[src/rtl/sad_pkg.sv]
package sad_pkg;

    localparam int PIX_W  = 8;
    localparam int LANES  = 16;
    localparam int ROWS   = 16;
    localparam int ACC_W  = 16;
    localparam int ROW_W  = PIX_W * LANES;
    localparam int SUM_W  = PIX_W + $clog2(LANES);
    localparam int CNT_W  = $clog2(ROWS);

    typedef logic [PIX_W-1:0] pix_t;
    typedef logic [SUM_W-1:0] psum_t;

    // one lane after the compare stage: order flag and both raw pixels
    typedef struct packed {
        logic a_lt_b;
        pix_t pa;
        pix_t pb;
    } cmp_lane_t;

    // redundant (carry-save) form of a partial sum
    typedef struct packed {
        psum_t s;
        psum_t c;
    } csa_pair_t;

    // 3:2 compressor on whole vectors
    function automatic csa_pair_t csa3(input psum_t x, input psum_t y, input psum_t z);
        csa_pair_t r;
        r.s = x ^ y ^ z;
        r.c = ((x & y) | (x & z) | (y & z)) << 1;
        return r;
    endfunction

    // larger + ~smaller + 1, modulo 2^PIX_W, equals the absolute difference
    function automatic pix_t lane_term(input cmp_lane_t l);
        pix_t big;
        pix_t inv;
        big = l.a_lt_b ? l.pb : l.pa;
        inv = l.a_lt_b ? ~l.pa : ~l.pb;
        return pix_t'(big + inv + pix_t'(1));
    endfunction

endpackage

[src/rtl/sad_row_loader.sv]
module sad_row_loader
    import sad_pkg::*;
#(
    parameter int N_ROWS = ROWS,
    localparam int CW    = $clog2(N_ROWS)
) (
    input  logic clk,
    input  logic rst,
    input  logic start,
    input  logic row_valid,
    input  logic blk_fin,
    output logic start_ok,
    output logic row_fire,
    output logic row_last
);

    logic          active_q;
    logic          feeding_q;
    logic [CW-1:0] left_q;

    assign start_ok = start & ~active_q;
    assign row_fire = feeding_q & row_valid;
    assign row_last = row_fire & (left_q == '0);

    always_ff @(posedge clk) begin
        if (rst) begin
            active_q  <= 1'b0;
            feeding_q <= 1'b0;
            left_q    <= '0;
        end else if (start_ok) begin
            active_q  <= 1'b1;
            feeding_q <= 1'b1;
            left_q    <= CW'(N_ROWS - 1);
        end else begin
            if (row_fire) begin
                if (left_q == '0) feeding_q <= 1'b0;
                else              left_q    <= left_q - 1'b1;
            end
            if (blk_fin) active_q <= 1'b0;
        end
    end

    // a start during the drain phase does not reopen row intake
    p_start_ignored_r7: assert property (@(posedge clk) disable iff (rst)
        (active_q && !feeding_q && start) |=> !feeding_q);

    // intake closes right after the final row
    p_intake_closes_r5: assert property (@(posedge clk) disable iff (rst)
        row_last |=> !feeding_q);

    // no row is taken outside an open block
    p_idle_no_rows_r11: assert property (@(posedge clk) disable iff (rst)
        row_fire |-> active_q);

endmodule

[src/rtl/sad_cmp_stage.sv]
module sad_cmp_stage
    import sad_pkg::*;
#(
    parameter int N_LANES = LANES,
    localparam int BUS_W  = N_LANES * PIX_W
) (
    input  logic             clk,
    input  logic             rst,
    input  logic             in_valid,
    input  logic             in_last,
    input  logic [BUS_W-1:0] bus_a,
    input  logic [BUS_W-1:0] bus_b,
    output logic             out_valid,
    output logic             out_last,
    output cmp_lane_t        lane_q [N_LANES]
);

    always_ff @(posedge clk) begin
        if (rst) begin
            out_valid <= 1'b0;
            out_last  <= 1'b0;
        end else begin
            out_valid <= in_valid;
            out_last  <= in_last;
        end
    end

    for (genvar g = 0; g < N_LANES; g++) begin : g_lane
        pix_t a_w;
        pix_t b_w;
        assign a_w = bus_a[g*PIX_W +: PIX_W];
        assign b_w = bus_b[g*PIX_W +: PIX_W];

        always_ff @(posedge clk) begin
            if (rst) begin
                lane_q[g] <= '0;
            end else if (in_valid) begin
                lane_q[g].a_lt_b <= (a_w < b_w);
                lane_q[g].pa     <= a_w;
                lane_q[g].pb     <= b_w;
            end
        end
    end

    // a row is forwarded only for a row that was accepted
    p_fwd_only_valid_r4: assert property (@(posedge clk) disable iff (rst)
        out_valid |-> $past(in_valid));

endmodule

[src/rtl/sad_reduce_acc.sv]
module sad_reduce_acc
    import sad_pkg::*;
#(
    parameter int N_LANES = LANES,
    parameter int AW      = ACC_W
) (
    input  logic            clk,
    input  logic            rst,
    input  logic            clear,
    input  logic            in_valid,
    input  logic            in_last,
    input  cmp_lane_t       lane_q [N_LANES],
    output logic [AW-1:0]   acc_q,
    output logic            blk_fin,
    output logic            done_q
);

    pix_t      term_w [N_LANES];
    csa_pair_t chain_w [N_LANES+1];
    csa_pair_t red_q;
    logic      rv_q;
    logic      rl_q;

    for (genvar g = 0; g < N_LANES; g++) begin : g_term
        assign term_w[g] = lane_term(lane_q[g]);
    end

    // carry-save chain: each level folds one lane term into (s, c)
    assign chain_w[0] = '0;
    for (genvar g = 0; g < N_LANES; g++) begin : g_csa
        assign chain_w[g+1] = csa3(chain_w[g].s, chain_w[g].c, psum_t'(term_w[g]));
    end

    always_ff @(posedge clk) begin
        if (rst) begin
            red_q <= '0;
            rv_q  <= 1'b0;
            rl_q  <= 1'b0;
        end else begin
            rv_q <= in_valid;
            rl_q <= in_valid & in_last;
            if (in_valid) red_q <= chain_w[N_LANES];
        end
    end

    assign blk_fin = rv_q & rl_q;

    always_ff @(posedge clk) begin
        if (rst) begin
            acc_q  <= '0;
            done_q <= 1'b0;
        end else begin
            done_q <= blk_fin;
            if (clear)      acc_q <= '0;
            else if (rv_q)  acc_q <= acc_q + AW'(red_q.s) + AW'(red_q.c);
        end
    end

    // accumulation never wraps for in-range blocks
    p_no_wrap_r2: assert property (@(posedge clk) disable iff (rst)
        (rv_q && !clear) |=> acc_q >= $past(acc_q));

    // done is a single-cycle pulse
    p_done_pulse_r6: assert property (@(posedge clk) disable iff (rst)
        done_q |=> !done_q);

    // an accepted start empties the accumulator
    p_clear_zero_r9: assert property (@(posedge clk) disable iff (rst)
        clear |=> acc_q == '0);

endmodule

[src/rtl/sad_block_unit.sv]
module sad_block_unit
    import sad_pkg::*;
#(
    parameter int N_LANES = LANES,
    parameter int N_ROWS  = ROWS,
    parameter int AW      = ACC_W,
    localparam int BUS_W  = N_LANES * PIX_W
) (
    input  logic             clk,
    input  logic             rst,
    input  logic             start,
    input  logic             row_valid,
    input  logic [BUS_W-1:0] row_a,
    input  logic [BUS_W-1:0] row_b,
    output logic [AW-1:0]    result,
    output logic             done
);

    logic      start_ok;
    logic      row_fire;
    logic      row_last;
    logic      blk_fin;
    logic      cv;
    logic      cl;
    cmp_lane_t lanes [N_LANES];

    sad_row_loader #(.N_ROWS(N_ROWS)) loader_i (
        .clk       (clk),
        .rst       (rst),
        .start     (start),
        .row_valid (row_valid),
        .blk_fin   (blk_fin),
        .start_ok  (start_ok),
        .row_fire  (row_fire),
        .row_last  (row_last)
    );

    sad_cmp_stage #(.N_LANES(N_LANES)) cmp_i (
        .clk       (clk),
        .rst       (rst),
        .in_valid  (row_fire),
        .in_last   (row_last),
        .bus_a     (row_a),
        .bus_b     (row_b),
        .out_valid (cv),
        .out_last  (cl),
        .lane_q    (lanes)
    );

    sad_reduce_acc #(.N_LANES(N_LANES), .AW(AW)) red_i (
        .clk      (clk),
        .rst      (rst),
        .clear    (start_ok),
        .in_valid (cv),
        .in_last  (cl),
        .lane_q   (lanes),
        .acc_q    (result),
        .blk_fin  (blk_fin),
        .done_q   (done)
    );

    // done follows the final row by exactly three register stages
    p_done_latency_r3: assert property (@(posedge clk) disable iff (rst)
        done |-> $past(row_last, 3));

    // a start in the done cycle is taken
    p_start_on_done_r8: assert property (@(posedge clk) disable iff (rst)
        (done && start) |-> start_ok);

endmodule

[config.mk]
export PLATFORM = sky130hd
export DESIGN_NAME = sad_block_unit
export DESIGN_NICKNAME = d
export VERILOG_FILES = /design/src/rtl/sad_pkg.sv /design/src/rtl/sad_row_loader.sv /design/src/rtl/sad_cmp_stage.sv /design/src/rtl/sad_reduce_acc.sv /design/src/rtl/sad_block_unit.sv
export SDC_FILE = /design/constraint.sdc
export NUM_CORES = 1
export LEC_CHECK = 0
export CORE_ASPECT_RATIO = 0.6
export CORE_MARGIN = 2
export CORE_UTILIZATION = 28
export DETAILED_ROUTE_END_ITERATION = 10
export DONT_BUFFER_PORTS = 1
export REMOVE_ABC_BUFFERS = 1
export SETUP_SLACK_MARGIN = 0.3
export SYNTH_ARGS = -nofsm -noshare
export SYNTH_HDL_FRONTEND = slang
export SYNTH_SLANG_ARGS = --single-unit
[constraint.sdc]
create_clock -name clk -period 17.3 [get_ports clk]
set_input_delay 1.73 -clock clk [delete_from_list [all_inputs] [get_ports clk]]
set_output_delay 1.73 -clock clk [all_outputs]
set_load 0.02 [all_outputs]
== Yosys cells after proc, flatten, opt, wreduce, memory -nomap -nowiden ==
Cells that the tools add are included.

* Register bits: 322
* Input bits: 260
* Word-level logic and storage cells: 296

* Add/subtract/negate cells: 35
* $lt $le $gt $ge: 16
* Eq/ne operators: 1
* Multiplexer cells: 40
* Bitwise gates (word level): 138
* Reduce and logical (&&, ||, !) cells: 7

{| class="wikitable"
|+ Operators by type and width
! kind !! number
|-
| 11-bit by 8-bit bitwise AND with 11-bit output || 28
|-
| 11-bit OR || 28
|-
| 8-bit 2-to-1 mux || 32
|-
| 8-bit inverter || 32
|-
| 12-bit XOR || 14
|-
| 12-bit by 8-bit XOR with 12-bit output || 14
|-
| 11-bit bitwise AND || 14
|-
| 8-bit by 1-bit adder with 8-bit output (second input constant) || 16
|-
| 8-bit adder || 16
|-
| 8-bit < comparator || 16
|-
| 16-bit by 12-bit adder with 16-bit output || 2
|-
| 4-bit 2-to-1 mux || 3
|-
| 8-bit bitwise AND || 1
|-
| 8-bit XOR || 1
|-
| 2-bit nonzero test || 3
|-
| 1-bit bitwise AND || 5
|-
| 1-bit 2-to-1 mux || 5
|-
| 4-bit zero test || 1
|-
| 2-bit AND reduction || 2
|-
| 4-bit by 1-bit subtractor with 4-bit output (second input constant) || 1
|-
| 2-bit by 1-bit inequality test with 1-bit output (second input constant) || 1
|-
| 2-bit OR reduction || 1
|-
| 1-bit inverter || 1
|}

== Logic depth before layout (Yosys ltp) ==
Gate-level depths: netlist of the first run.

* Word-level depth: 47
* Depth in mapped cells: 34
* Depth with buffers taken out: 32

== By module ==
Synthesis of the first run repeated with hierarchy kept, for this count alone.

* Cell total of the unflattened synthesis: 2577
* Area, all modules: 24772.5 sq um

{| class="wikitable"
|+ By module, submodules not included
! module !! times used !! cells an instance !! area each (sq um) !! seq. area each (sq um)
|-
| sad_cmp_stage || 1 || 1237 || 12315.6 || 5485.3
|-
| sad_reduce_acc || 1 || 1306 || 12170.4 || 840.8
|-
| sad_row_loader || 1 || 34 || 286.5 || 120.1
|}

== Worst setup path before layout of the first run ==
Ideal clock, no wire load.

* Path type: reg-to-reg
* Start point: reg, netlist name cmp_i.lane_q[254]
* End point: reg red_i.red_q[18] in the netlist's numbering
* Arrival: 9.858 ns
* Required time: 17.172 ns
* Setup slack: 7.314 ns
* Stages on the path, launching flop included: 33
* Cells stage by stage: dfxtp_1 > clkbuf_1 > buf_1 > mux2i_1 > ha_1 > inv_1 > fa_1 > a21o_1 > a21oi_1 > o21bai_1 > a21oi_1 > xnor2_1 > ha_1 > inv_1 > fa_1 > fa_1 > fa_1 > fa_1 > fa_1 > fa_1 > fa_1 > fa_1 > fa_1 > inv_1 > fa_1 > fa_1 > fa_1 > inv_1 > fa_1 > inv_1 > fa_1 > mux2i_1 > nor2_1

{| class="wikitable"
|+ RTL lines
! item !! RTL line !! source
|-
| to (signal assigned) || sad_reduce_acc.sv:42 || <nowiki>if (in_valid) red_q <= chain_w[N_LANES];</nowiki>
|-
| to (decl) || sad_reduce_acc.sv:20 || <nowiki>csa_pair_t red_q;</nowiki>
|}

==> results of run 1 <==
-- final cells by class --
cell class	instances	area [µm²]	area share
clock buffers	51	1100	0.0404
multi-input cells	2219	16900	0.621
repair buffers	10	75.1	0.00275
diodes	2	5.00	0.000184
inverters	246	923	0.0339
well taps	1161	1450	0.0533
flip-flops and latches	322	6450	0.236
clock inverters	19	324	0.0119
-- critical path: cells and delay by family (launching register included) --
| family | cells | cell delay, ns |
|---|---|---|
| buf+inv | 5 | 0.29 |
| simple gates | 1 | 0.05 |
| mux | 2 | 0.46 |
| flops | 1 | 0.77 |
| fa+ha+maj | 17 | 7.69 |
| compound gates | 4 | 0.71 |
| xor+xnor | 1 | 0.17 |
-- placed cells by master (no fill, tap or decap), types with 72 or more instances in the layout --
master | netlist | final
nand2_1 | 581 | 580
a21oi_1 | 352 | 352
dfxtp_1 | 322 | 322
ha_1 | 276 | 276
inv_1 | 246 | 246
mux2i_1 | 129 | 129
fa_1 | 129 | 129
mux2_2 | 96 | 96
xnor2_1 | 90 | 90
nor2_1 | 74 | 72
-- path summary, 6_finish.rpt --
path,startpoint,end,slack [ns],cells past startpoint
worst max-delay path,cmp_i.lane_q[254]$_SDFFE_PP0P_,red_i.red_q[18]$_SDFFE_PP0P_,7.02,30
worst max register to register,cmp_i.lane_q[254]$_SDFFE_PP0P_,red_i.red_q[18]$_SDFFE_PP0P_,7.02,30
worst min-delay path,cmp_i.out_last$_SDFF_PP0_,red_i.rl_q$_SDFF_PP0_,0.43,1
worst min register to register,cmp_i.out_last$_SDFF_PP0_,red_i.rl_q$_SDFF_PP0_,0.43,1
-- layer usage --
layer  vias up  track usage  part of all wire
met2       293        0.226              0.42
met5         -            0           0.00010
met3        71       0.0435             0.072
met1      9256        0.215              0.49
met4         2       0.0329             0.018
li1       9762            -                 -
-- flip-flops by register name, indices dropped and copies added (netlist names) --
| name | flops |
|---|---|
| cmp_i.lane_q | 272 |
| red_i.red_q | 23 |
| red_i.acc_q | 16 |
| loader_i.left_q | 4 |
| cmp_i.out_last | 1 |
| cmp_i.out_valid | 1 |
| loader_i.active_q | 1 |
| loader_i.feeding_q | 1 |
| red_i.done_q | 1 |
| red_i.rl_q | 1 |
| red_i.rv_q | 1 |
-- stage by stage --
step	instances	hold slack [ns]	area, µm²
global route	4028	0.431	27300
detailed placement	3958	0.413	25800
CTS	4028	0.424	27300
floorplan	2787	0.406	24300
finish	4030	0.431	27300
global placement	3958	0.411	25800
-- cells by family (layout without fill, tap and decap cells) --
logic type                 count (synthesis)  count (layout)
AOI/OAI and AO/OA                        592             592
buffers and inverters                    398             326
other                                      0               2
xor gates and xnor gates                 125             125
muxes                                    225             225
adders and majority gates                405             405
and+or+nand+nor                          872             872
DFF                                      322             322
==> impl_results.md, run 1 <==
- Total negative setup slack: 0 ns
- Multiplexer area fraction after synthesis: 0.0954
- Antenna violations before repair: 4
- Synth Area in Compound Gates: 0.140
- Largest family of logic cells by synthesized area: adder cells
- Vias in the first global route: between 15,000 and 20,000
- Post-synth ARST share: 0
- Antenna-violating nets left: 0
- Starting Density: 0.283
- Max stage delay on crit path: between 0.7 and 0.8 ns
- Crit. End Element: flip-flop
- Hpwl dp: approximately 54,000 µm
- Layout cells sized above 1: 0.0732
- DR pass1 iterations: 5
- CTS tree: built
- Top FF cell, synth: dfxtp_1
- Clk_lat worst skew: between 0.5 and 0.6 ns
- Status: completed
- CP Max Fanout: 17
- Synth area leader: dfxtp_1
- Synth cell count leaders: 581 x nand2_1, 352 x a21oi_1, 322 x dfxtp_1
- Core ar.: 87,800 µm²
- Yosys warning count: 0
- Chip height: 235 µm
- Final-stage net count: ~3,500
- Fin util: 0.311
- Final worst slack: around 7 ns
- Number of synthesized flops with an enable pin: 0
- Critical Path Start Type: flip-flop
- Fillcell total: between 9,000 and 10,000
- P&R area growth vs syn: 9.70%
- Setup CP Type: reg2reg
- FMAX: a little under 0.1 GHz
- CP dominant cell by count: fa_1
- Count of final hold-check violations: 0
- Setup-failing EPs final: 0
- Root Buffer: clkbuf_16
- Synth Area in Adders: 0.243
- GRT overflow: 0
- Pin count of the biggest net entering global routing: roughly 290
- Io pins: between 200 and 300
- Cells after Synth: 2,939
- Longest Clk Path Bufs: 3
- H-tree depth: 2
- Period utilisation layout: 0.594
- Worst-margin pin slew: 0.939 ns
- Pre-CTS WS: 7.00 ns
- Wire length per cell: 17.4 µm
- XOR/XNOR Fraction of Synth Area: 0.0440
- Cell Rows: between 80 and 90
- Iter 0 DRT Violations: roughly 950
- Post-Synth Simple-Gate Area: 0.158
- Count leader, synth: nand2_1
- Vias: between 15,000 and 20,000
- Cts repair resizes: 0
- Post-synthesis cell type count: 56
- # Post-CTS Setup Buffers: 0
- Area share of the largest cell type after synthesis: 0.259
- First-pass GRT wire length: ~110,000 µm
- Final-report max-slew violation count: 0
- Total routed wirelength: 69,900 µm
- GP Congestion: slightly above 0.8
- Seq cells post-synth: 322
- Hold Crit Class: reg2reg
- Total Routing Usage GR: 0.151
- CTS sink cnt: 322
- Post-DR vias/cell: a little under 5
- CTS Hold Bufs: 0
- Clock transition at path regs: about 0.060 ns
- Min Tclk post-route: roughly 10 ns
- Req. time, crit path: roughly 18 ns
- Die width: roughly 400 µm
- Post-Syn Area: about 25,000 µm²
- Top cells by area, synth: dfxtp_1 26%, ha_1 14%, fa_1 10%
- Port bufs: 0
- DR DRC count: 0
- Sequential share of the synthesized area: 0.259
- Relative slew slack: 0.373
- Number of buffers created by CTS: 39
- WP data arrival: between 10 and 15 ns
- Clock Skew: about 0.026 ns
- CP max stage cell: dfxtp_1
- Max-cap violations: 0
- Mean Syn Cell Area: around 8.5 µm²
- DIE AREA: between 90,000 and 100,000 µm²
- RSZ-0062 raised after global routing: false
Power of run 1 is left out: the tool's default activity adds up to more than one toggle a clock period on the data nets, which glitch-free logic cannot reach.
==> run 2: changes to the inputs <==
ABC_AREA = 1   (was unset)
clock period = 8.7 ns   (was 17.3 ns; I/O delays follow)
==> run 2 against run 1 <==
The flow now finishes with violations (negative setup slack); register-to-register slack worse by 7.8 ns; utilization is 0.66 points higher; non-clock buffer count is 71 higher; hold slack worse by 0.055 ns; highest routed layer unchanged.
==> impl_results.md, run 2 <==
- Status: finished, violations left
- Failing checks: negative setup slack
- Yosys warning count: 0
- Final worst slack: -0.735 ns
- FMAX: roughly 0.11 GHz
- GP Congestion: approximately 0.84
- Core ar.: 85,500 µm²
- CP dominant cell by count: fa_1
- DR pass1 iterations: 6
- Relative slew slack: 0.381
- Synth cell count leaders: 514 x nand2_1, 511 x o21ai_0, 473 x inv_1
- Port bufs: 0
- Longest Clk Path Bufs: 3
- Mean Syn Cell Area: roughly 7.4 µm²
- Io pins: between 200 and 300
- Wire length per cell: 15.3 µm
- CTS sink cnt: 322
- Crit. End Element: flip-flop
- Vias: between 20,000 and 25,000
- H-tree depth: 2
- WP data arrival: a little under 10 ns
- Worst-margin pin slew: around 0.93 ns
- Max stage delay on crit path: ~0.56 ns
- Final-stage net count: between 3,000 and 4,000
- Number of synthesized flops with an enable pin: 0
- Critical Path Start Type: flip-flop
- Count leader, synth: nand2_1
- Antenna-violating nets left: 0
- Antenna violations before repair: 10
- Setup CP Type: reg2reg
- Final-report max-slew violation count: 0
- Fillcell total: between 9,000 and 10,000
- Most frequent cells in the layout: 506 x nand2_1, 501 x o21ai_0, 463 x inv_1, 367 x a21oi_1, 319 x dfxtp_1
- Hold wc startpoint: rst
- Iter 0 DRT Violations: between 1,000 and 1,500
- Cells after Synth: ~3,300
- Chip height: approximately 230 µm
- CP Max Fanout: 6
- Count of final hold-check violations: 0
- Clock Skew: 0.0284 ns
- Layout cells sized above 1: 0.0697
- CP max stage cell: fa_1
- Pin count of the biggest net entering global routing: around 110
- First-pass GRT wire length: about 100,000 µm
- Clk_lat worst skew: between 0.5 and 0.6 ns
- Number of buffers created by CTS: 38
- Largest reg by FF count: cmp_i.lane_q
- Setup-failing EPs final: 16
- Max-cap violations: 0
- ANT cells: 0
- RSZ-0062 raised after global routing: true
- Hpwl dp: 53,200 µm
- P&R area growth vs syn: 12.4%
- Area share of the largest cell type after synthesis: 0.267
- DIE AREA: between 80,000 and 90,000 µm²
- Post-DR vias/cell: between 4 and 5
- Vias in the first global route: approximately 19,000
- CTS tree: built
- Most common cell after layout, fill and taps aside: nand2_1
- Clock transition at path regs: 0.07 ns
- Die width: approximately 380 µm
- Top cells by area, synth: dfxtp_1 27%, ha_1 14%, fa_1 11%
- Post-synthesis cell type count: 36
- Crit. Startpoint: cmp_i.lane_q[254]$_SDFFE_PP0P_
- RR Startpoint: cmp_i.lane_q[254]$_SDFFE_PP0P_
- Period utilisation layout: 1.08
- Top flop regs: cmp_i.lane_q: 272 flops, red_i.red_q: 23 flops, red_i.acc_q: 16 flops
- Starting Density: 0.282
- Fin util: 0.317
- Root Buffer: clkbuf_16
- Req. time, crit path: between 9 and 10 ns
- Min Tclk post-route: ~9.4 ns
- Cell Rows: 83
- Synth area leader: dfxtp_1
- Sequential share of the synthesized area: 0.267
- DR DRC count: 0
- Seq cells post-synth: between 300 and 400
- Post-Syn Area: 24,100 µm²
- Hold Crit Class: in2reg
- Total negative setup slack: -7.59 ns
- Total Routing Usage GR: 0.150
- Post-synth ARST share: 0
- Total routed wirelength: slightly below 70,000 µm
- Top FF cell, synth: dfxtp_1
- Max FFs per register: about 270
- GRT overflow: 0
==> run 2: layout make-up <==
class                           count  area [µm²]  share of cell area
Inverter                          476        1800              0.0662
Multi-Input combinational cell   2322       15500               0.573
Timing Repair Buffer               81         636              0.0234
Clock buffer                       47        1020              0.0375
Clock inverter                     21         254             0.00936
Tap cell                         1147        1440              0.0529
Sequential cell                   322        6450               0.238
==> run 2: kinds of logic after synthesis <==
kind of cell / after synthesis / synth area share
xor gates and xnor gates: 107 / 0.0388
buffers and inverters: 623 / 0.100
AOI/OAI and AO/OA: 948 / 0.201
and+or+nand+nor: 862 / 0.143
DFF: 322 / 0.267
adders and majority gates: 405 / 0.250
==> run 2: repair_timing <==
action,CTS,global route
setup endpoints to repair,20,21
hold buffers,0,0
pin swaps,76,37
buffers inserted,5,2
cloned,0,0
resized for setup,61,38
==> run 2: stage by stage <==
stage,cell area [µm²],setup slack (ns),hold WS (ns),cells
after floorplan,23500,-0.767,0.404,3120
after global placement,25500,-0.955,0.409,4341
after detailed placement,25500,-0.994,0.414,4341
after CTS,27000,-0.783,0.330,4414
after global routing,27100,-0.985,0.328,4416
final,27100,-0.735,0.375,4416
==> run 2: worst paths after layout <==
path	to	slack [ns]	cells past startpoint
setup reg to reg	red_i.red_q[18]$_SDFFE_PP0P_	-0.74	32
hold reg to reg	red_i.rl_q$_SDFF_PP0_	0.42	2
hold / removal	cmp_i.lane_q[135]$_SDFFE_PP0P_	0.38	1
setup / recovery	red_i.red_q[18]$_SDFFE_PP0P_	-0.74	32
==> run 2: routing by layer <==
metal	track usage	vias to the layer above	share of wire	wire, µm
met5	0	-	0.0018	119
met4	0.0299	18	0.016	1060
met3	0.0422	93	0.062	4190
met2	0.205	316	0.38	25900
met1	0.230	9171	0.54	36200
li1	-	10600	-	-
==> run 2: critical path, delay by kind of cell (launching register included) <==
family	cells	cell delay [ns]
adders and majority gates	17	7.80
xor gates and xnor gates	1	0.21
buffers and inverters	5	0.24
DFF	1	0.44
AOI/OAI and AO/OA	2	0.20
and+or+nand+nor	7	0.52
Power of run 2 is left out for the same reason.
==> run 3: changes to the inputs <==
RECOVER_POWER = 25   (was unset)
==> run 3 against run 2 <==
The run ends with max-capacitance violations, max-slew violations, negative setup slack left; count of clock-buffer cells in the layout stayed put; die area did not move; register-to-register slack about the same; cell area down 0.10%; via count unchanged; global-route usage stayed put; critical path depth stayed put; cell count did not move; worst setup slack lost 0.0097 ns; flip-flop and latch count stayed put; wire length barely moved; first-iteration DRC count up 0.79%.
==> impl_results.md, run 3 (synthesized netlist as in run 2, its figures left out) <==
- CP max stage cell: fa_1
- Hold wc startpoint: rst
- Cells after DPL: about 4,300
- Period utilisation layout: 1.09
- Min Tclk post-route: about 9.4 ns
- CP dominant cell by count: fa_1
- GP Congestion: roughly 0.84
- CTS sink cnt: between 300 and 400
- Die width: 383 µm
- Setup CP Type: reg2reg
- DR pass1 iterations: 5
- DIE AREA: ~90,000 µm²
- Pre-CTS WS: -0.994 ns
- DR DRC count: 0
- Longest Clk Path Bufs: 3
- Antenna violations before repair: 10
- Io pins: 277
- Root Buffer: clkbuf_16
- Hold Path Cell Cnt: 1
- Post-DR vias/cell: 4.58
- Max-cap violations: 4
- Crit. End Element: flip-flop
- CP Max Fanout: 6
- Final-report max-slew violation count: approximately 310
- Largest reg by FF count: cmp_i.lane_q
- Most common cell after layout, fill and taps aside: nand2_1
- Top flop regs: cmp_i.lane_q: 272 flops, red_i.red_q: 23 flops, red_i.acc_q: 16 flops
- Hold Crit Class: in2reg
- Max stage delay on crit path: approximately 0.56 ns
- Vias: 20,200
- Worst-margin pin slew: around 3.7 ns
- Layout cells sized above 1: 0.0688
- Vias in the first global route: 18,700
- Fillcell total: between 9,000 and 10,000
- Register-to-Register Setup Slack: -0.74 ns
- Critical Path Start Type: flip-flop
- WP data arrival: roughly 10 ns
- ANT cells: 0
- RSZ-0062 raised after global routing: true
- Relative slew slack: -1.49
- Status: finished, violations left
- Clock transition at path regs: approximately 0.060 ns
- CTS tree: built
- Chip height: 231 µm
- Setup-failing EPs final: 16
- Wire length per cell: between 15 and 20 µm
- Total Routing Usage GR: 0.150
- FF-to-FF path depth: 32
- P&R area growth vs syn: 12.3%
- Iter 0 DRT Violations: ~1,100
- Starting Density: 0.282
- Fin util: 0.317
- Antenna-violating nets left: 0
- Total routed wirelength: approximately 68,000 µm
- Final-stage net count: ~3,900
- Port bufs: 0
- Pin count of the biggest net entering global routing: about 110
- Core ar.: roughly 85,000 µm²
- Req. time, crit path: between 9 and 10 ns
- RR Startpoint: cmp_i.lane_q[254]$_SDFFE_PP0P_
- Failing checks: max-capacitance violations, max-slew violations, negative setup slack
- Clk_lat worst skew: about 0.58 ns
- Final worst slack: -0.745 ns
- First-pass GRT wire length: 105,000 µm
- Most frequent cells in the layout: 507 x nand2_1, 501 x o21ai_0, 463 x inv_1, 367 x a21oi_1, 319 x dfxtp_1
- Clock Skew: roughly 0.028 ns
- Hpwl dp: approximately 53,000 µm
- H-tree depth: 2
- Count of final hold-check violations: 0
- Cell Rows: 83
- GRT overflow: 0
- Worst Hold Endpoint: cmp_i.lane_q[152]$_SDFFE_PP0P_
- FMAX: around 0.11 GHz
- Reg2reg end: red_i.red_q[18]$_SDFFE_PP0P_
- Final cell count without fillers: 4,416
- Fin Hold WS: roughly 0.38 ns
- Max FFs per register: ~270
- Number of buffers created by CTS: 38
-- run 3: changes by cell type in the layout (fill, tap and decap cells not counted) --
cell,before,now
buf_4,76,74
clkinvlp_2,0,1
nand2_1,506,507
inv_6,6,5
clkbuf_1,7,9
nand2_8,1,0
-- run 3: critical path, delay by kind of cell, from the launching register on --
family,cells,cell delay [ns]
and+or+nand+nor,7,0.52
adders and majority gates,17,7.79
xor gates and xnor gates,1,0.21
buffers and inverters,5,0.24
DFF,1,0.44
AOI/OAI and AO/OA,2,0.21
-- run 3: cell type report --
type                            instances  area [µm²]  area share
Clock buffer                           47        1020      0.0375
Sequential cell                       322        6450       0.238
Multi-Input combinational cell       2322       15500       0.573
Tap cell                             1147        1440      0.0530
Clock inverter                         21         254     0.00937
Timing Repair Buffer                   81         628      0.0232
Inverter                              476        1790      0.0662
-- run 3: per-layer routing --
layer	vias to the layer above	part of all wire	wire length, µm	track usage
li1	10600	-	-	-
met1	9167	0.54	36200	0.230
met2	317	0.38	25900	0.205
met3	93	0.063	4260	0.0422
met4	18	0.016	1060	0.0299
met5	-	0.0018	119	0
-- run 3: stage by stage --
step | instance area, µm² | TNS [ns]
after floorplan | 23500 | -7.44
after global placement | 25500 | -11.05
after detailed placement | 25500 | -11.86
after CTS | 27000 | -8.77
after global routing | 27100 | -11.80
final | 27100 | -7.67
-- run 3: what timing repair did --
action / 4_1_cts / 5_1_grt
gates resized for setup: 61 / 38
pin swaps: 76 / 37
hold endpoints to repair: 0 / 0
setup endpoints to repair: 20 / 21
hold buffers: 0 / 0
setup buffers: 5 / 2
-- run 3: worst max-delay path by stage --
stage / from / end / slack [ns] / cells after the start
2_1_floorplan: cmp_i.lane_q[254]$_SDFFE_PP0P_ / red_i.red_q[18]$_SDFFE_PP0P_ / -0.77 / 32
3_3_place_gp: cmp_i.lane_q[254]$_SDFFE_PP0P_ / red_i.red_q[18]$_SDFFE_PP0P_ / -0.96 / 31
3_5_place_dp: cmp_i.lane_q[254]$_SDFFE_PP0P_ / red_i.red_q[18]$_SDFFE_PP0P_ / -0.99 / 31
4_1_cts: cmp_i.lane_q[254]$_SDFFE_PP0P_ / red_i.red_q[18]$_SDFFE_PP0P_ / -0.78 / 32
5_1_grt: cmp_i.lane_q[254]$_SDFFE_PP0P_ / red_i.red_q[18]$_SDFFE_PP0P_ / -0.99 / 32
6_report: cmp_i.lane_q[254]$_SDFFE_PP0P_ / red_i.red_q[18]$_SDFFE_PP0P_ / -0.74 / 32
Power of run 3 is left out for the same reason.
